`src/rtl/acc_alu_pkg.sv`:
```
package acc_alu_pkg;

    localparam int DATA_W = 8;
    localparam int OP_W   = 4;

    localparam int FL_S  = 7;
    localparam int FL_Z  = 6;
    localparam int FL_AC = 4;
    localparam int FL_P  = 2;
    localparam int FL_CY = 0;

    typedef enum logic [OP_W-1:0] {
        OP_ADD = 4'd0,
        OP_ADC = 4'd1,
        OP_SUB = 4'd2,
        OP_SBB = 4'd3,
        OP_CMP = 4'd4,
        OP_AND = 4'd5,
        OP_OR  = 4'd6,
        OP_XOR = 4'd7,
        OP_CMA = 4'd8,
        OP_RLC = 4'd9,
        OP_RRC = 4'd10,
        OP_RAL = 4'd11,
        OP_RAR = 4'd12,
        OP_U13 = 4'd13,
        OP_U14 = 4'd14,
        OP_U15 = 4'd15
    } op_e;

    typedef struct packed {
        logic s;
        logic z;
        logic ac;
        logic p;
        logic cy;
    } flags_t;

endpackage

```
`src/rtl/acc_alu_adder.sv`:
```
module acc_alu_adder #(
    parameter int W = 8
) (
    input  logic [W-1:0] a_i,
    input  logic [W-1:0] b_i,
    input  logic         cin_i,
    output logic [W-1:0] sum_o,
    output logic         c_half_o,
    output logic         c_out_o
);
    localparam int LO_W = W / 2;
    localparam int HI_W = W - LO_W;

    logic [LO_W:0] lo_sum;
    logic [HI_W:0] hi_sum;

    always_comb begin
        lo_sum   = {1'b0, a_i[LO_W-1:0]} + {1'b0, b_i[LO_W-1:0]} + {{LO_W{1'b0}}, cin_i};
        hi_sum   = {1'b0, a_i[W-1:LO_W]} + {1'b0, b_i[W-1:LO_W]} + {{HI_W{1'b0}}, lo_sum[LO_W]};
        sum_o    = {hi_sum[HI_W-1:0], lo_sum[LO_W-1:0]};
        c_half_o = lo_sum[LO_W];
        c_out_o  = hi_sum[HI_W];
    end
endmodule

```
`src/rtl/acc_alu_bitops.sv`:
```
module acc_alu_bitops
    import acc_alu_pkg::*;
#(
    parameter int W = 8
) (
    input  op_e          op_i,
    input  logic [W-1:0] a_i,
    input  logic [W-1:0] b_i,
    input  logic         cy_i,
    output logic [W-1:0] res_o,
    output logic         cy_o
);
    always_comb begin
        res_o = a_i;
        cy_o  = cy_i;
        unique case (op_i)
            OP_AND: begin res_o = a_i & b_i; cy_o = 1'b0; end
            OP_OR:  begin res_o = a_i | b_i; cy_o = 1'b0; end
            OP_XOR: begin res_o = a_i ^ b_i; cy_o = 1'b0; end
            OP_CMA: res_o = ~a_i;
            OP_RLC: begin res_o = {a_i[W-2:0], a_i[W-1]}; cy_o = a_i[W-1]; end
            OP_RRC: begin res_o = {a_i[0], a_i[W-1:1]};   cy_o = a_i[0];   end
            OP_RAL: begin res_o = {a_i[W-2:0], cy_i};     cy_o = a_i[W-1]; end
            OP_RAR: begin res_o = {cy_i, a_i[W-1:1]};     cy_o = a_i[0];   end
            default: ;
        endcase
    end
endmodule

```
`src/rtl/acc_alu.sv`:
```
module acc_alu
    import acc_alu_pkg::*;
(
    input  logic              clk,
    input  logic              rst_n,
    input  logic [OP_W-1:0]   op_i,
    input  logic [DATA_W-1:0] acc_i,
    input  logic [DATA_W-1:0] opnd_i,
    input  logic              flag_we_i,
    output logic [DATA_W-1:0] result_o,
    output logic [7:0]        flags_o
);
    op_e    op;
    flags_t fl_d, fl_q;

    logic              is_sub, is_arith, is_logic, is_rot;
    logic [DATA_W-1:0] b_eff, sum, bit_res, res_d;
    logic              add_cin, c_half, c_out, bit_cy;

    assign op = op_e'(op_i);

    always_comb begin
        is_sub   = (op == OP_SUB) || (op == OP_SBB) || (op == OP_CMP);
        is_arith = (op == OP_ADD) || (op == OP_ADC) || is_sub;
        is_logic = (op == OP_AND) || (op == OP_OR) || (op == OP_XOR);
        is_rot   = (op == OP_RLC) || (op == OP_RRC) || (op == OP_RAL) || (op == OP_RAR);
        b_eff    = is_sub ? ~opnd_i : opnd_i;
        unique case (op)
            OP_ADC:  add_cin = fl_q.cy;
            OP_SUB,
            OP_CMP:  add_cin = 1'b1;
            OP_SBB:  add_cin = ~fl_q.cy;
            default: add_cin = 1'b0;
        endcase
    end

    acc_alu_adder #(.W(DATA_W)) u_adder (
        .a_i      (acc_i),
        .b_i      (b_eff),
        .cin_i    (add_cin),
        .sum_o    (sum),
        .c_half_o (c_half),
        .c_out_o  (c_out)
    );

    acc_alu_bitops #(.W(DATA_W)) u_bitops (
        .op_i  (op),
        .a_i   (acc_i),
        .b_i   (opnd_i),
        .cy_i  (fl_q.cy),
        .res_o (bit_res),
        .cy_o  (bit_cy)
    );

    // Next-state: flag values and the result
    always_comb begin
        fl_d  = fl_q;
        res_d = is_arith ? sum : bit_res;
        if (flag_we_i) begin
            if (is_arith || is_logic) begin
                fl_d.s  = res_d[DATA_W-1];
                fl_d.z  = (res_d == '0);
                fl_d.p  = ~^res_d;
                fl_d.ac = is_arith ? c_half : 1'b0;
                fl_d.cy = is_arith ? (c_out ^ is_sub) : 1'b0;
            end else if (is_rot) begin
                fl_d.cy = bit_cy;
            end
        end
        if (op == OP_CMP) res_d = acc_i;
    end

    always_ff @(posedge clk or negedge rst_n) begin
        if (!rst_n) fl_q <= '0;
        else        fl_q <= fl_d;
    end

    assign result_o = res_d;

    always_comb begin
        flags_o        = '0;
        flags_o[FL_S]  = fl_q.s;
        flags_o[FL_Z]  = fl_q.z;
        flags_o[FL_AC] = fl_q.ac;
        flags_o[FL_P]  = fl_q.p;
        flags_o[FL_CY] = fl_q.cy;
    end

    AST_HOLD_NO_WE: assert property (@(posedge clk) disable iff (!rst_n)
        !flag_we_i |=> $stable(flags_o));
    AST_CMA_KEEP: assert property (@(posedge clk) disable iff (!rst_n)
        (op_i == 4'd8) |=> $stable(flags_o));
    AST_UNUSED_KEEP: assert property (@(posedge clk) disable iff (!rst_n)
        (op_i >= 4'd13) |=> $stable(flags_o));
    AST_ROT_ONLY_CY: assert property (@(posedge clk) disable iff (!rst_n)
        (op_i >= 4'd9 && op_i <= 4'd12) |=> (flags_o[7:1] == $past(flags_o[7:1])));
    AST_LOGIC_CLEARS: assert property (@(posedge clk) disable iff (!rst_n)
        (flag_we_i && op_i >= 4'd5 && op_i <= 4'd7) |=> (!flags_o[0] && !flags_o[4]));
    AST_CMP_PASS: assert property (@(posedge clk) disable iff (!rst_n)
        (op_i == 4'd4) |-> (result_o == acc_i));
    AST_ZERO_TRACK: assert property (@(posedge clk) disable iff (!rst_n)
        (flag_we_i && op_i <= 4'd3) |=> (flags_o[6] == ($past(result_o) == 8'h00)));
endmodule

```
`config.mk`:
```
export PLATFORM = sky130hd
export DESIGN_NAME = acc_alu
export DESIGN_NICKNAME = d
export VERILOG_FILES = /design/src/rtl/acc_alu_pkg.sv /design/src/rtl/acc_alu_adder.sv /design/src/rtl/acc_alu_bitops.sv /design/src/rtl/acc_alu.sv
export SDC_FILE = /design/constraint.sdc
export NUM_CORES = 1
export LEC_CHECK = 0
export BUFFER_PORTS_ARGS = -buffer_cell sky130_fd_sc_hd__buf_2
export CORE_MARGIN = 4
export CORE_UTILIZATION = 40
export DETAILED_ROUTE_END_ITERATION = 8
export SYNTH_ARGS = -nofsm -noshare
export SYNTH_HDL_FRONTEND = slang
export SYNTH_HIERARCHICAL = 1
export SYNTH_SLANG_ARGS = --single-unit
```
`constraint.sdc`:
```
create_clock -name clk -period 6.6 [get_ports clk]
set_input_delay 0.66 -clock clk [delete_from_list [all_inputs] [get_ports clk]]
set_output_delay 0.66 -clock clk [all_outputs]
set_load 0.05 [all_outputs]
```
== After elaboration in Yosys (flattened, before gate mapping) ==
Cells that the tools add are included.
Word-level totals
  flip-flop bits (word level): 5
  input bits: 23
  logic and storage cells: 59
Cells by class
  add/sub/neg operators: 4
  equal/unequal tests: 12
  muxes and demuxes: 10
  bitwise operators: 7
  reduce and logical (&&, ||, !) cells: 21
Operator list (count)
  $pmux W8 S8: 1
  $mux W8: 3
  $eq A4 B4 Y1 const B: 5
  $eq A4 B3 Y1 const B: 4
  $not A8 Y8: 2
  $add A4 B4 Y5: 2
  $add A5 B1 Y5: 2
  $logic_or A1 B1 Y1: 10
  $and A8 B8 Y8: 1
  $eq A4 B2 Y1 const B: 2
  $logic_not A8 Y1: 1
  $or A8 B8 Y8: 1
  $reduce_xnor A8 Y1: 1
  $xor A8 B8 Y8: 1
  $pmux W1 S3: 2
  $reduce_or A2 Y1: 3
  $eq A4 B1 Y1 const B: 1
  $logic_not A4 Y1: 1
  $mux W1: 4
  $reduce_bool A4 Y1: 1
  $reduce_and A3 Y1: 1
  $reduce_or A3 Y1: 1
  $reduce_and A2 Y1: 1
  $reduce_bool A2 Y1: 1
  2 further kinds: 2

== Longest topological paths before layout ==
  depth after elaboration: 10
  gate-level depth with buffers: 19
  mapped depth without buffers: 19

== By module ==
Netlist, hierarchy kept.
Modules (own cells, without submodules)
  acc_alu_bitops: instances 1, cells each 149, area each 1071.0 µm², sequential area each 0.0 µm²
  acc_alu: instances 1, cells each 84, area each 693.2 µm², sequential area each 125.1 µm²
  acc_alu_adder: instances 1, cells each 33, area each 287.8 µm², sequential area each 0.0 µm²

== Least setup slack after synthesis ==
No wires, ideal clock.
  path kind: in2out
  from: input op_i[1]
  to: output result_o[5]
  data arrival time: 4.257 ns
  slack: 1.683 ns
  cell stages on the path: 16
  cells stage by stage: buf_6 mux2_2 nor2_4 xor2_1 inv_1 fa_1 inv_1 fa_1 a21o_2 a21o_1 fa_1 inv_1 fa_1 inv_1 mux2i_1 a21oi_1
Between the ends
  longest elaborated chain between the ends: 9
  elaborated cells on any way between the ends: 27
  those cells by class: add/sub (4); eq/ne (12); mux (5); reduce/logical (6)
RTL lines
  from (decl): RTL line acc_alu.sv:6  | input logic [OP_W-1:0] op_i,
  $eq A4 B2 Y1: RTL line acc_alu.sv:23  | is_sub = (op == OP_SUB) || (op == OP_SBB) || (op == OP_CMP);
  $logic_or A1 B1 Y1: RTL line acc_alu.sv:23
  $logic_or A1 B1 Y1 (*): RTL line acc_alu.sv:23
  $mux W8 (*): RTL line acc_alu.sv:27  | b_eff = is_sub ? ~opnd_i : opnd_i;
  via b_eff[0]: RTL line acc_alu.sv:17  | logic [DATA_W-1:0] b_eff, sum, bit_res, res_d;
  $add A4 B4 Y5 (*): RTL line acc_alu_adder.sv:18  | lo_sum = {1'b0, a_i[LO_W-1:0]} + {1'b0, b_i[LO_W-1:0]} + {{LO_W{1'b0}}, cin_i};
  $add A5 B1 Y5 (*): RTL line acc_alu_adder.sv:18
  via c_half: RTL line acc_alu.sv:18  | logic add_cin, c_half, c_out, bit_cy;
  $add A5 B1 Y5 (*): RTL line acc_alu_adder.sv:19  | hi_sum = {1'b0, a_i[W-1:LO_W]} + {1'b0, b_i[W-1:LO_W]} + {{HI_W{1'b0}}, lo_sum[LO_W]};
  via sum[5]: RTL line acc_alu.sv:17
  $mux W8 (*): RTL line acc_alu.sv:58  | res_d = is_arith ? sum : bit_res;
  $mux W8 (*): RTL line acc_alu.sv:70  | if (op == OP_CMP) res_d = acc_i;
  to (decl): RTL line acc_alu.sv:10  | output logic [DATA_W-1:0] result_o,
Mark *: on every way through the listed nets, which the timed path passes. The rest lies on a longest branch.

== Worst setup path in the final report ==
Same ends and word-level chain as after synthesis.

==> results.json <==
{
  "die_width_um": 79.6,
  "drt_iter0_markers": 158,
  "fp.dieArea_sq_um": 6340,
  "worst_pin_slew_ns": 0.712,
  "worst_slack_ns": 1.32,
  "num_vias": 1925,
  "slew_headroom": 0.526,
  "p_comb_frac": 0.734,
  "diodes": 0,
  "post-route-util": 0.452,
  "intPower_uw": 175,
  "cts_sinks": 5,
  "synth_edf_count": 0,
  "grt_setup_unrepaired": "false",
  "groute.usage.overall": 0.176,
  "power_uw": 379,
  "p_sw_frac": 0.538,
  "drc": 0,
  "yosys_most_used_dff": "dfrtp_1",
  "criticalPathCategory": "input pin to output pin",
  "vdd_drop_max_v": 0.000137,
  "final.setup.tns_ns": 0,
  "synth_top_area_cell": "ha_1",
  "final_common_cell": "buf_2",
  "finalSetupViolCount": 0,
  "clock.fmax_mhz": 189,
  "cts_hold_buf": 0,
  "hold_class": "input pin to asynchronous set/reset pin",
  "clkTransAtPathRegs_ns": 0.04,
  "synth_top_area_frac": 0.159,
  "synthXorXnorAreaFrac": 0.0805,
  "mostFrequentLayoutCells": "buf_2 (35), inv_1 (30), ha_1 (26)",
  "grt_pass1_vias": 1915,
  "synth_compound_area_frac": 0.282,
  "hold_viol_final": 0,
  "critPathRequiredTime_ns": 5.94,
  "ioPinCount": 39,
  "p_sw_uw": 204,
  "grt_antenna_before_repair": 0,
  "drtAntennaViolNets": 0,
  "worst-path-buf-inv": 6,
  "grt_overflow_total": 0,
  "synthMuxAreaShare": 0.0848,
  "synthAdderAreaFrac": 0.198,
  "die_h_um": 79.6,
  "p_seq_frac": 0.118,
  "grt_start_max_net_pins": 39,
  "path_cells": "buf_2, mux2_2, nor2_4, xor2_1, inv_1, fa_1, inv_1, fa_1, a21o_2, a21o_1, fa_1, inv_1, fa_1, inv_1, mux2i_1, a21oi_1, buf_2",
  "worstPathArrival_ns": 4.62,
  "power_density_nw_per_um2": 173,
  "cts_made_buffers": 3,
  "synth_top_family_by_area": "compound AO/OA/AOI/OAI gates",
  "drt-wirelength-per-cell_um": 15.4,
  "routabilityCongestion": 0.783,
  "layout-area-overhead-vs-synth_pct": 6.83,
  "grt_pass1_wl_um": 9220,
  "fin_skew_ns": 0.00246,
  "detailed_place_hpwl_um": 4100,
  "cts_resized": 0,
  "totalWireLength_um": 5430,
  "clk_latency_ns": 0.22,
  "yosysUniqueCellTypes": 55,
  "syn_area_sq_um": 2050,
  "synth-simple-area-share": 0.154,
  "outcome": "complete, no violations",
  "clockBufferDepth": 2,
  "hold_slack_ns": 0.247,
  "startpoint_type": "input pin",
  "core_area_sq_um": 4850,
  "start_util": 0.423,
  "final_nets": 341,
  "path_max_fanout": 36,
  "synth_cells": 266,
  "critPathTopFamily": "adder cells",
  "avgSynthCellArea_sq_um": 7.71,
  "synth_seq_cells": 5,
  "cp_slowest_stage_delay_ns": 0.55,
  "vias_per_cell": 5.44,
  "async_flop_share": 1.00,
  "power_frac_clock": 0.148,
  "root_buffer": "clkbuf_8",
  "dr.pass1.iters": 4,
  "cts_max_level": 1,
  "critPathSlowestCell": "buf_2",
  "yosys-top-cells-area": "ha_1 (16%), mux2i_1 (6.8%), dfrtp_1 (6.1%), a21oi_1 (5.9%), inv_1 (5.5%)",
  "rows": 25,
  "cts_tree": "yes",
  "ys_seq_area_frac": 0.0610,
  "period_share": 0.800,
  "endpoint_kind": "output pin",
  "yosysWarnings": 6,
  "drive_gt1_frac": 0.178,
  "period_needed_ns": 5.28,
  "final_max_slew_viol_count": 0,
  "cts_setup_buffers": 0,
  "drv_cap": 0,
  "place_worst_setup_slack_ns": 1.32,
  "portBuffers": 35,
  "largest_reg_flops": 5,
  "leakagePower_nw": 1.07
}
## cell usage after synthesis (3+ instances only)
cell type,number
inv_1,30
ha_1,26
a21oi_1,24
nor2_1,20
mux2i_1,14
o21ai_0,14
nand2_1,12
xor2_1,12
buf_6,9
buf_4,7
nand2b_1,6
dfrtp_1,5
nor3_1,5
o21ai_1,5
xnor2_1,5
a22oi_1,4
fa_1,4
nand3_1,4
nor2b_1,4
o32a_1,4
a21o_1,3
mux2_2,3
o22ai_1,3
o32ai_1,3
## area by class of cell
class                           instances  area (sq um)
Fill cell                             512          2660
Multi-Input combinational cell        213          1650
Timing Repair Buffer                   35           175
Sequential cell                         5           125
Inverter                               30           113
Tap cell                               67          83.8
Clock buffer                            4          45.0
## final timing paths
check	cells after the start	startpoint	end	slack, ns
min in group clk	2	flags_o[7]$_DFFE_PN0P_	flags_o[7]$_DFFE_PN0P_	0.49
worst max-delay path	17	op_i[1]	result_o[5]	1.32
worst min register to register	2	flags_o[7]$_DFFE_PN0P_	flags_o[7]$_DFFE_PN0P_	0.49
worst min-delay path	1	rst_n	flags_o[7]$_DFFE_PN0P_	0.25
max in group asynchronous	1	rst_n	flags_o[4]$_DFFE_PN0P_	6.22
worst max register to register	19	flags_o[0]$_DFFE_PN0P_	flags_o[2]$_DFFE_PN0P_	2.58
## through the flow
step	std cells	cell area, sq um
global route	354	2190
floorplan	268	2060
finish	354	2190
global placement	350	2150
CTS	354	2190
detailed placement	350	2150
## routing by layer
metal / up-vias / wire [um] / global-route usage
met5: - / 0 / 0
met4: 0 / 59 / 0.0412
met3: 5 / 342 / 0.0158
met2: 63 / 2340 / 0.270
met1: 876 / 2690 / 0.264
li1: 981 / - / -
## cells by family (layout without fill, tap and decap cells)
logic type	count (synthesis)	after routing
multiplexers	17	17
other	1	3
flip-flops	5	5
AO/OA/AOI/OAI	84	84
adder cells (fa/ha/maj)	30	30
buffers and inverters	50	69
XOR/XNOR	18	18
AND/OR/NAND/NOR	61	61
## power groups by stage
stage	Combinational, mW	Sequential (mW)	Clock [mW]
final	0.278	0.0447	0.0561
after global routing	0.307	0.0455	0.0598
after CTS	0.280	0.0443	0.0572
after detailed placement	0.280	0.0441	0
after global placement	0.277	0.0448	0
after floorplan	0.196	0.0674	0
Power figures use the tool's default switching activity.
